**src/rtl/fg_pkg.sv**
```systemverilog
package fg_pkg;
  typedef enum logic [1:0] {
    MODE_IAP = 2'd0,
    MODE_ICP = 2'd1,
    MODE_DBG = 2'd2,
    MODE_RSV = 2'd3
  } acc_mode_e;

  typedef enum logic [1:0] {
    KS_LOCKED,
    KS_HALF,
    KS_OPEN,
    KS_JAMMED
  } key_st_e;
endpackage

```
**src/rtl/fg_keyseq.sv**
```systemverilog
module fg_keyseq
  import fg_pkg::*;
#(
  parameter logic [7:0] KEY_A = 8'h3C,
  parameter logic [7:0] KEY_B = 8'hA5,
  parameter logic       SPACE = 1'b0
) (
  input  logic       clk,
  input  logic       rst,
  input  logic       key_valid,
  input  logic       key_space,
  input  logic [7:0] key_data,
  input  logic       lock_cmd,
  output logic       unlocked
);
  key_st_e st_q;

  always_ff @(posedge clk) begin
    if (rst) begin
      st_q <= KS_LOCKED;
    end else if (lock_cmd && st_q != KS_JAMMED) begin
      st_q <= KS_LOCKED;
    end else if (key_valid && key_space == SPACE) begin
      case (st_q)
        KS_LOCKED: st_q <= (key_data == KEY_A) ? KS_HALF : KS_JAMMED;
        KS_HALF:   st_q <= (key_data == KEY_B) ? KS_OPEN : KS_JAMMED;
        default:   st_q <= st_q;
      endcase
    end
  end

  assign unlocked = (st_q == KS_OPEN);
endmodule

```
**src/rtl/fg_rop_ctl.sv**
```systemverilog
module fg_rop_ctl (
  input  logic clk,
  input  logic rst,
  input  logic loaded,
  input  logic cfg_load,
  input  logic cfg_rop,
  input  logic rop_set_valid,
  input  logic rop_set_value,
  input  logic erase_done,
  output logic rop_q,
  output logic erase_req,
  output logic erase_busy
);
  logic pend_q;

  always_ff @(posedge clk) begin
    if (rst) begin
      rop_q      <= 1'b0;
      erase_req  <= 1'b0;
      erase_busy <= 1'b0;
      pend_q     <= 1'b0;
    end else begin
      erase_req <= 1'b0;
      if (!loaded && cfg_load) begin
        rop_q <= cfg_rop;
      end else if (erase_busy) begin
        if (erase_done) begin
          erase_busy <= 1'b0;
          rop_q      <= pend_q;
        end
      end else if (loaded && rop_set_valid && rop_set_value != rop_q) begin
        if (rop_q) begin
          erase_req  <= 1'b1;
          erase_busy <= 1'b1;
          pend_q     <= rop_set_value;
        end else begin
          rop_q <= rop_set_value;
        end
      end
    end
  end
endmodule

```
**src/rtl/fg_decide.sv**
```systemverilog
module fg_decide
  import fg_pkg::*;
#(
  parameter int PROG_BYTES = 8192,
  parameter int DATA_BYTES = 640,
  parameter int PAGE_BYTES = 64,
  parameter int ADDR_W     = 13,
  parameter int PAGE_W     = 8
) (
  input  logic              clk,
  input  logic              rst,
  input  logic              cfg_load,
  input  logic [PAGE_W-1:0] cfg_pages,
  input  logic              req_valid,
  input  logic              req_space,
  input  logic [ADDR_W-1:0] req_addr,
  input  logic              req_write,
  input  logic [1:0]        req_mode,
  input  logic              rop,
  input  logic              busy,
  input  logic              prog_open,
  input  logic              data_open,
  input  logic              err_clr,
  output logic              loaded,
  output logic              grant,
  output logic              deny,
  output logic              err_flag
);
  localparam int PROG_PAGES = PROG_BYTES / PAGE_BYTES;
  localparam int LIM_W      = $clog2(PROG_BYTES + 1);

  logic [PAGE_W-1:0] pages_q;
  logic [PAGE_W-1:0] eff_pages;
  logic [LIM_W-1:0]  boot_lim;
  logic [LIM_W-1:0]  addr_x;
  logic              in_range;
  logic              ok;

  always_comb begin
    eff_pages = (pages_q > PAGE_W'(PROG_PAGES)) ? PAGE_W'(PROG_PAGES) : pages_q;
    boot_lim  = LIM_W'(eff_pages) * LIM_W'(PAGE_BYTES);
    addr_x    = LIM_W'(req_addr);
    in_range  = req_space ? (addr_x < LIM_W'(DATA_BYTES)) : (addr_x < LIM_W'(PROG_BYTES));
    ok        = 1'b0;
    if (loaded && !busy && in_range) begin
      case (acc_mode_e'(req_mode))
        MODE_IAP: begin
          if (!req_write)     ok = 1'b1;
          else if (req_space) ok = data_open;
          else                ok = prog_open && (addr_x >= boot_lim);
        end
        MODE_ICP, MODE_DBG: ok = !rop;
        default:            ok = 1'b0;
      endcase
    end
  end

  always_ff @(posedge clk) begin
    if (rst) begin
      loaded   <= 1'b0;
      pages_q  <= '0;
      grant    <= 1'b0;
      deny     <= 1'b0;
      err_flag <= 1'b0;
    end else begin
      if (!loaded && cfg_load) begin
        loaded  <= 1'b1;
        pages_q <= cfg_pages;
      end
      grant <= req_valid && ok;
      deny  <= req_valid && !ok;
      if (req_valid && req_write && !ok) err_flag <= 1'b1;
      else if (err_clr)                  err_flag <= 1'b0;
    end
  end
endmodule

```
**src/rtl/flash_guard.sv**
```systemverilog
module flash_guard #(
  parameter int PROG_BYTES = 8192,
  parameter int DATA_BYTES = 640,
  parameter int PAGE_BYTES = 64,
  parameter logic [7:0] PKEY_A = 8'h3C,
  parameter logic [7:0] PKEY_B = 8'hA5,
  parameter logic [7:0] DKEY_A = 8'hA5,
  parameter logic [7:0] DKEY_B = 8'h3C,
  localparam int ADDR_W = $clog2(PROG_BYTES),
  localparam int PAGE_W = $clog2(PROG_BYTES / PAGE_BYTES + 1)
) (
  input  logic              clk,
  input  logic              rst,
  input  logic              cfg_load,
  input  logic [PAGE_W-1:0] cfg_pages,
  input  logic              cfg_rop,
  input  logic              req_valid,
  input  logic              req_space,
  input  logic [ADDR_W-1:0] req_addr,
  input  logic              req_write,
  input  logic [1:0]        req_mode,
  input  logic              key_valid,
  input  logic              key_space,
  input  logic [7:0]        key_data,
  input  logic              lock_cmd,
  input  logic              rop_set_valid,
  input  logic              rop_set_value,
  input  logic              err_clr,
  input  logic              erase_done,
  output logic              grant,
  output logic              deny,
  output logic              err_flag,
  output logic              erase_req,
  output logic              erase_busy
);
  logic       loaded;
  logic       rop_q;
  logic [1:0] open_v;

  for (genvar s = 0; s < 2; s++) begin : g_space
    localparam logic [7:0] KA = (s == 0) ? PKEY_A : DKEY_A;
    localparam logic [7:0] KB = (s == 0) ? PKEY_B : DKEY_B;
    fg_keyseq #(.KEY_A(KA), .KEY_B(KB), .SPACE(1'(s))) u_key (
      .clk      (clk),
      .rst      (rst),
      .key_valid(key_valid),
      .key_space(key_space),
      .key_data (key_data),
      .lock_cmd (lock_cmd),
      .unlocked (open_v[s])
    );
  end

  fg_rop_ctl u_rop (
    .clk          (clk),
    .rst          (rst),
    .loaded       (loaded),
    .cfg_load     (cfg_load),
    .cfg_rop      (cfg_rop),
    .rop_set_valid(rop_set_valid),
    .rop_set_value(rop_set_value),
    .erase_done   (erase_done),
    .rop_q        (rop_q),
    .erase_req    (erase_req),
    .erase_busy   (erase_busy)
  );

  fg_decide #(
    .PROG_BYTES(PROG_BYTES),
    .DATA_BYTES(DATA_BYTES),
    .PAGE_BYTES(PAGE_BYTES),
    .ADDR_W    (ADDR_W),
    .PAGE_W    (PAGE_W)
  ) u_dec (
    .clk      (clk),
    .rst      (rst),
    .cfg_load (cfg_load),
    .cfg_pages(cfg_pages),
    .req_valid(req_valid),
    .req_space(req_space),
    .req_addr (req_addr),
    .req_write(req_write),
    .req_mode (req_mode),
    .rop      (rop_q),
    .busy     (erase_busy),
    .prog_open(open_v[0]),
    .data_open(open_v[1]),
    .err_clr  (err_clr),
    .loaded   (loaded),
    .grant    (grant),
    .deny     (deny),
    .err_flag (err_flag)
  );
endmodule

```
**config.mk**
```make
export PLATFORM = sky130hd
export DESIGN_NAME = flash_guard
export DESIGN_NICKNAME = d
export VERILOG_FILES = /design/src/rtl/fg_pkg.sv /design/src/rtl/fg_keyseq.sv /design/src/rtl/fg_rop_ctl.sv /design/src/rtl/fg_decide.sv /design/src/rtl/flash_guard.sv
export SDC_FILE = /design/constraint.sdc
export NUM_CORES = 1
export LEC_CHECK = 0
export BUFFER_PORTS_ARGS = -buffer_cell sky130_fd_sc_hd__buf_2
export CAP_MARGIN = 5
export CORE_MARGIN = 8
export CORE_UTILIZATION = 46
export CTS_CLUSTER_SIZE = 24
export DETAILED_ROUTE_END_ITERATION = 16
export GPL_TIMING_DRIVEN = 0
export HOLD_SLACK_MARGIN = 0.02
export PLACE_DENSITY_LB_ADDON = 0.05
export SYNTH_ARGS = -nofsm -noshare
export SYNTH_HDL_FRONTEND = slang
export SYNTH_SLANG_ARGS = --single-unit
export TNS_END_PERCENT = 50
```
**constraint.sdc**
```tcl
create_clock -name clk -period 2.6 [get_ports clk]
set_input_delay 0.39 -clock clk [delete_from_list [all_inputs] [get_ports clk]]
set_output_delay 0.39 -clock clk [all_outputs]
set_load 0.03 [all_outputs]
```
==> impl_metrics.env <==
export IMPL_fin_crit_sh_pct=84.4
export IMPL_wire_per_inst_um=12.9
export IMPL_setup_violations=0
export IMPL_antenna_found_initial=0
export IMPL_outcome="finished clean"
export IMPL_crit_chain="clkbuf_1, nand2b_1, ha_1, a2111oi_4, a221oi_2, o311a_2, and3b_1"
export IMPL_syn_num_nets=200
export IMPL_drcViolationCount=0
export IMPL_worstSetupStartpointType="flop"
export IMPL_viasPerCell=5.24
export IMPL_grt_ovfl_total=0
export IMPL_synth_most_common_cell="nand2_1"
export IMPL_maxSlewViolCount=0
export IMPL_rsz0062_at_grt="no"
export IMPL_hold_path_startpoint="cfg_pages[2]"
export IMPL_placed_cells=224
export IMPL_finalHoldViolCount=0
export IMPL_slew_headroom_pct=69.7
export IMPL_power_density_nw_per_um2=425
export IMPL_clkLatencyLatePin_ns=0.30
export IMPL_tightest_slew_ns=0.455
export IMPL_synth_avg_cell_area_um2=7.99
export IMPL_post_cts_buffers=0
export IMPL_vdd_drop_max_uv=301
export IMPL_synthTopCellsByCount="24 x nand2_1, 20 x dfxtp_1, 15 x a21oi_1, 15 x nor2_1, 10 x ha_1"
export IMPL_die_w_um=66.2
export IMPL_hold_class="primary input to flop"
export IMPL_total_power_uw=621
export IMPL_synth_edf_count=0
export IMPL_synth_top_cell_by_area="dfxtp_1"
export IMPL_ctsHoldBuffers=0
export IMPL_first_iter_violations=46
export IMPL_ys_flop_type="dfxtp_1"
export IMPL_holdWs_ns=0.310
export IMPL_clockBufferDepth=2
export IMPL_max_freq_ghz=0.456
export IMPL_multi_input_area_um2=702
export IMPL_grt_pass1_vias=1227
export IMPL_max_cap_viol_count=0
export IMPL_drtPass1Iterations=4
export IMPL_numPortBuffers=49
export IMPL_ys_types=33
export IMPL_finalCriticalPeriod_ns=2.19
export IMPL_grtUsageTotal_pct=13.8
export IMPL_routed_wl_um=2930
export IMPL_skew_ns=0.00945
export IMPL_leakage_uw=0.000654
export IMPL_num_fill_cells=242
export IMPL_finalNonFillerCells=227
export IMPL_placed_area_um2=1440
export IMPL_clock_root_buffer="clkbuf_4"
export IMPL_syn_to_final_growth_pct=26.3
export IMPL_worstSetupEndpointType="flop"
export IMPL_synth_top_cell_area_share_pct=34.6
export IMPL_critical_path_max_stage_delay_ns=0.42
export IMPL_layout_drive_gt1_share_pct=29.4
export IMPL_cp_slowest_cell="o311a_2"
export IMPL_rr_startpoint="u_dec.pages_q[7]$_SDFFE_PP0P_"
export IMPL_diodes=0
export IMPL_worstSetupPathType="flop to flop"
export IMPL_nets=254
export IMPL_dp_final_hpwl_um=2480
export IMPL_core_um2=2430
export IMPL_numCtsBuffers=3
export IMPL_yosys_top_cells_area="dfxtp_1 35%, ha_1 11%, nand2_1 7.8%, a21oi_1 6.5%, nor2_1 4.9%"
export IMPL_synth_seq_cells=20
export IMPL_io_pins=50
export IMPL_ant_nets=0
export IMPL_grt_start_max_net_pins=11
export IMPL_synth_cells=145
export IMPL_cp_arrival_ns=2.40
export IMPL_vias=1190
export IMPL_cp_data_required_time_ns=2.81
export IMPL_yosysSeqAreaShare_pct=34.6
export IMPL_crit_family="compound AO/OA/AOI/OAI gates"
export IMPL_grt_pass1_wl_um=4950
export IMPL_tns_ns=0
export IMPL_globalplace_congestion=0.823
export IMPL_rows=18
export IMPL_crit_start="u_dec.pages_q[7]$_SDFFE_PP0P_"
export IMPL_die_y_um=66.2
export IMPL_start_util_pct=47.6
export IMPL_die_area_um2=4380
export IMPL_synth_async_reset_ratio_pct=0
export IMPL_ctsResizeCount=0
export IMPL_seq_area_um2=400
export IMPL_regToRegSetupSlack_ns=0.41
export IMPL_htreeDepth=1
export IMPL_synthesis_area_um2=1160
export IMPL_final_area_um2=1460
export IMPL_path_clk_slew_ns=0.11
export IMPL_path_buf_inv=1
export IMPL_synth_warnings=0
export IMPL_cts_sinks=20
export IMPL_cts_tree="done"
export IMPL_critPathMaxFanout=10
-- through the flow --
step,utilization (%),worst slack [ns]
2_1_floorplan,-,0.600
3_3_place_gp,59.3,0.491
3_5_place_dp,59.3,0.413
4_1_cts,60.2,0.399
5_1_grt,60.2,0.246
6_report,60.2,0.406
-- layout make-up --
type / count / share of cell area, %
clock buffers: 3 / 1.54
plain buffers: 5 / 1.79
well taps: 30 / 2.56
flip-flops and latches: 20 / 27.4
multi-input cells: 112 / 47.9
repair buffers: 49 / 16.8
inverters: 8 / 2.05
-- worst register-to-register path, stage by stage (launching register included) --
cell and delay, ns:
dfxtp_1 0.32, clkbuf_1 0.27, nand2b_1 0.16, ha_1 0.26
a2111oi_4 0.39, a221oi_2 0.12, o311a_2 0.42, and3b_1 0.18
-- worst paths after layout --
check | endpoint | cells past startpoint
max | u_dec.grant$_SDFF_PP0_ | 7
min | u_dec.pages_q[2]$_SDFFE_PP0P_ | 3
max reg2reg | u_dec.grant$_SDFF_PP0_ | 7
min reg2reg | u_dec.err_flag$_SDFFE_PP0P_ | 2
-- routing by layer --
| layer | vias up | part of all wire, % | track usage, % | routed length (µm) |
|---|---|---|---|---|
| met4 | 0 | 0.44 | 2.40 | 13 |
| met2 | 41 | 49 | 25.0 | 1430 |
| met5 | - | 0 | 0 | 0 |
| met1 | 527 | 42 | 14.9 | 1230 |
| li1 | 620 | - | - | - |
| met3 | 2 | 8.8 | 5.59 | 257 |
-- state kept, by name (all words and copies together) (netlist names) --
register and flops:
u_rop.rop_q 1, u_dec.err_flag 1, u_rop.erase_req 1, u_dec.pages_q 8, u_dec.grant 1, g_space.u_key.st_q 4, u_dec.deny 1, u_dec.loaded 1
u_rop.pend_q 1, u_rop.erase_busy 1
-- where the power goes --
| group | internal, µW | leakage (µW) | switching, µW |
|---|---|---|---|
| sequential | 320 | 0.000164 | 8.20 |
| combinational | 69.4 | 0.000476 | 76.2 |
| clock | 54.0 | 0.0000138 | 93.3 |
-- kinds of logic (layout without fill, tap and decap cells) --
group / Yosys count / after routing / synth area share [%]
simple gates: 71 / 71 / 31.1
compound gates: 31 / 31 / 18.7
flops: 20 / 20 / 34.6
buf+inv: 13 / 65 / 4.86
fa+ha+maj: 10 / 10 / 10.8
-- layout by cell type, fill, tap and decap left out, types with 2 or more instances in the layout --
cell type / Yosys / final
a211oi_1: 2 / 2
a21oi_1: 15 / 15
a31oi_1: 3 / 3
buf_2: 0 / 49
clkbuf_1: 3 / 3
clkbuf_4: 0 / 3
dfxtp_1: 20 / 20
ha_1: 10 / 10
inv_1: 8 / 8
nand2_1: 24 / 24
nand2b_1: 8 / 8
nand3_1: 3 / 3
nand3b_1: 2 / 2
nand4_1: 3 / 3
nor2_1: 15 / 15
nor2b_1: 4 / 4
nor3_1: 3 / 3
nor4_1: 3 / 3
o21ai_0: 3 / 3
Power figures use the tool's default switching activity.
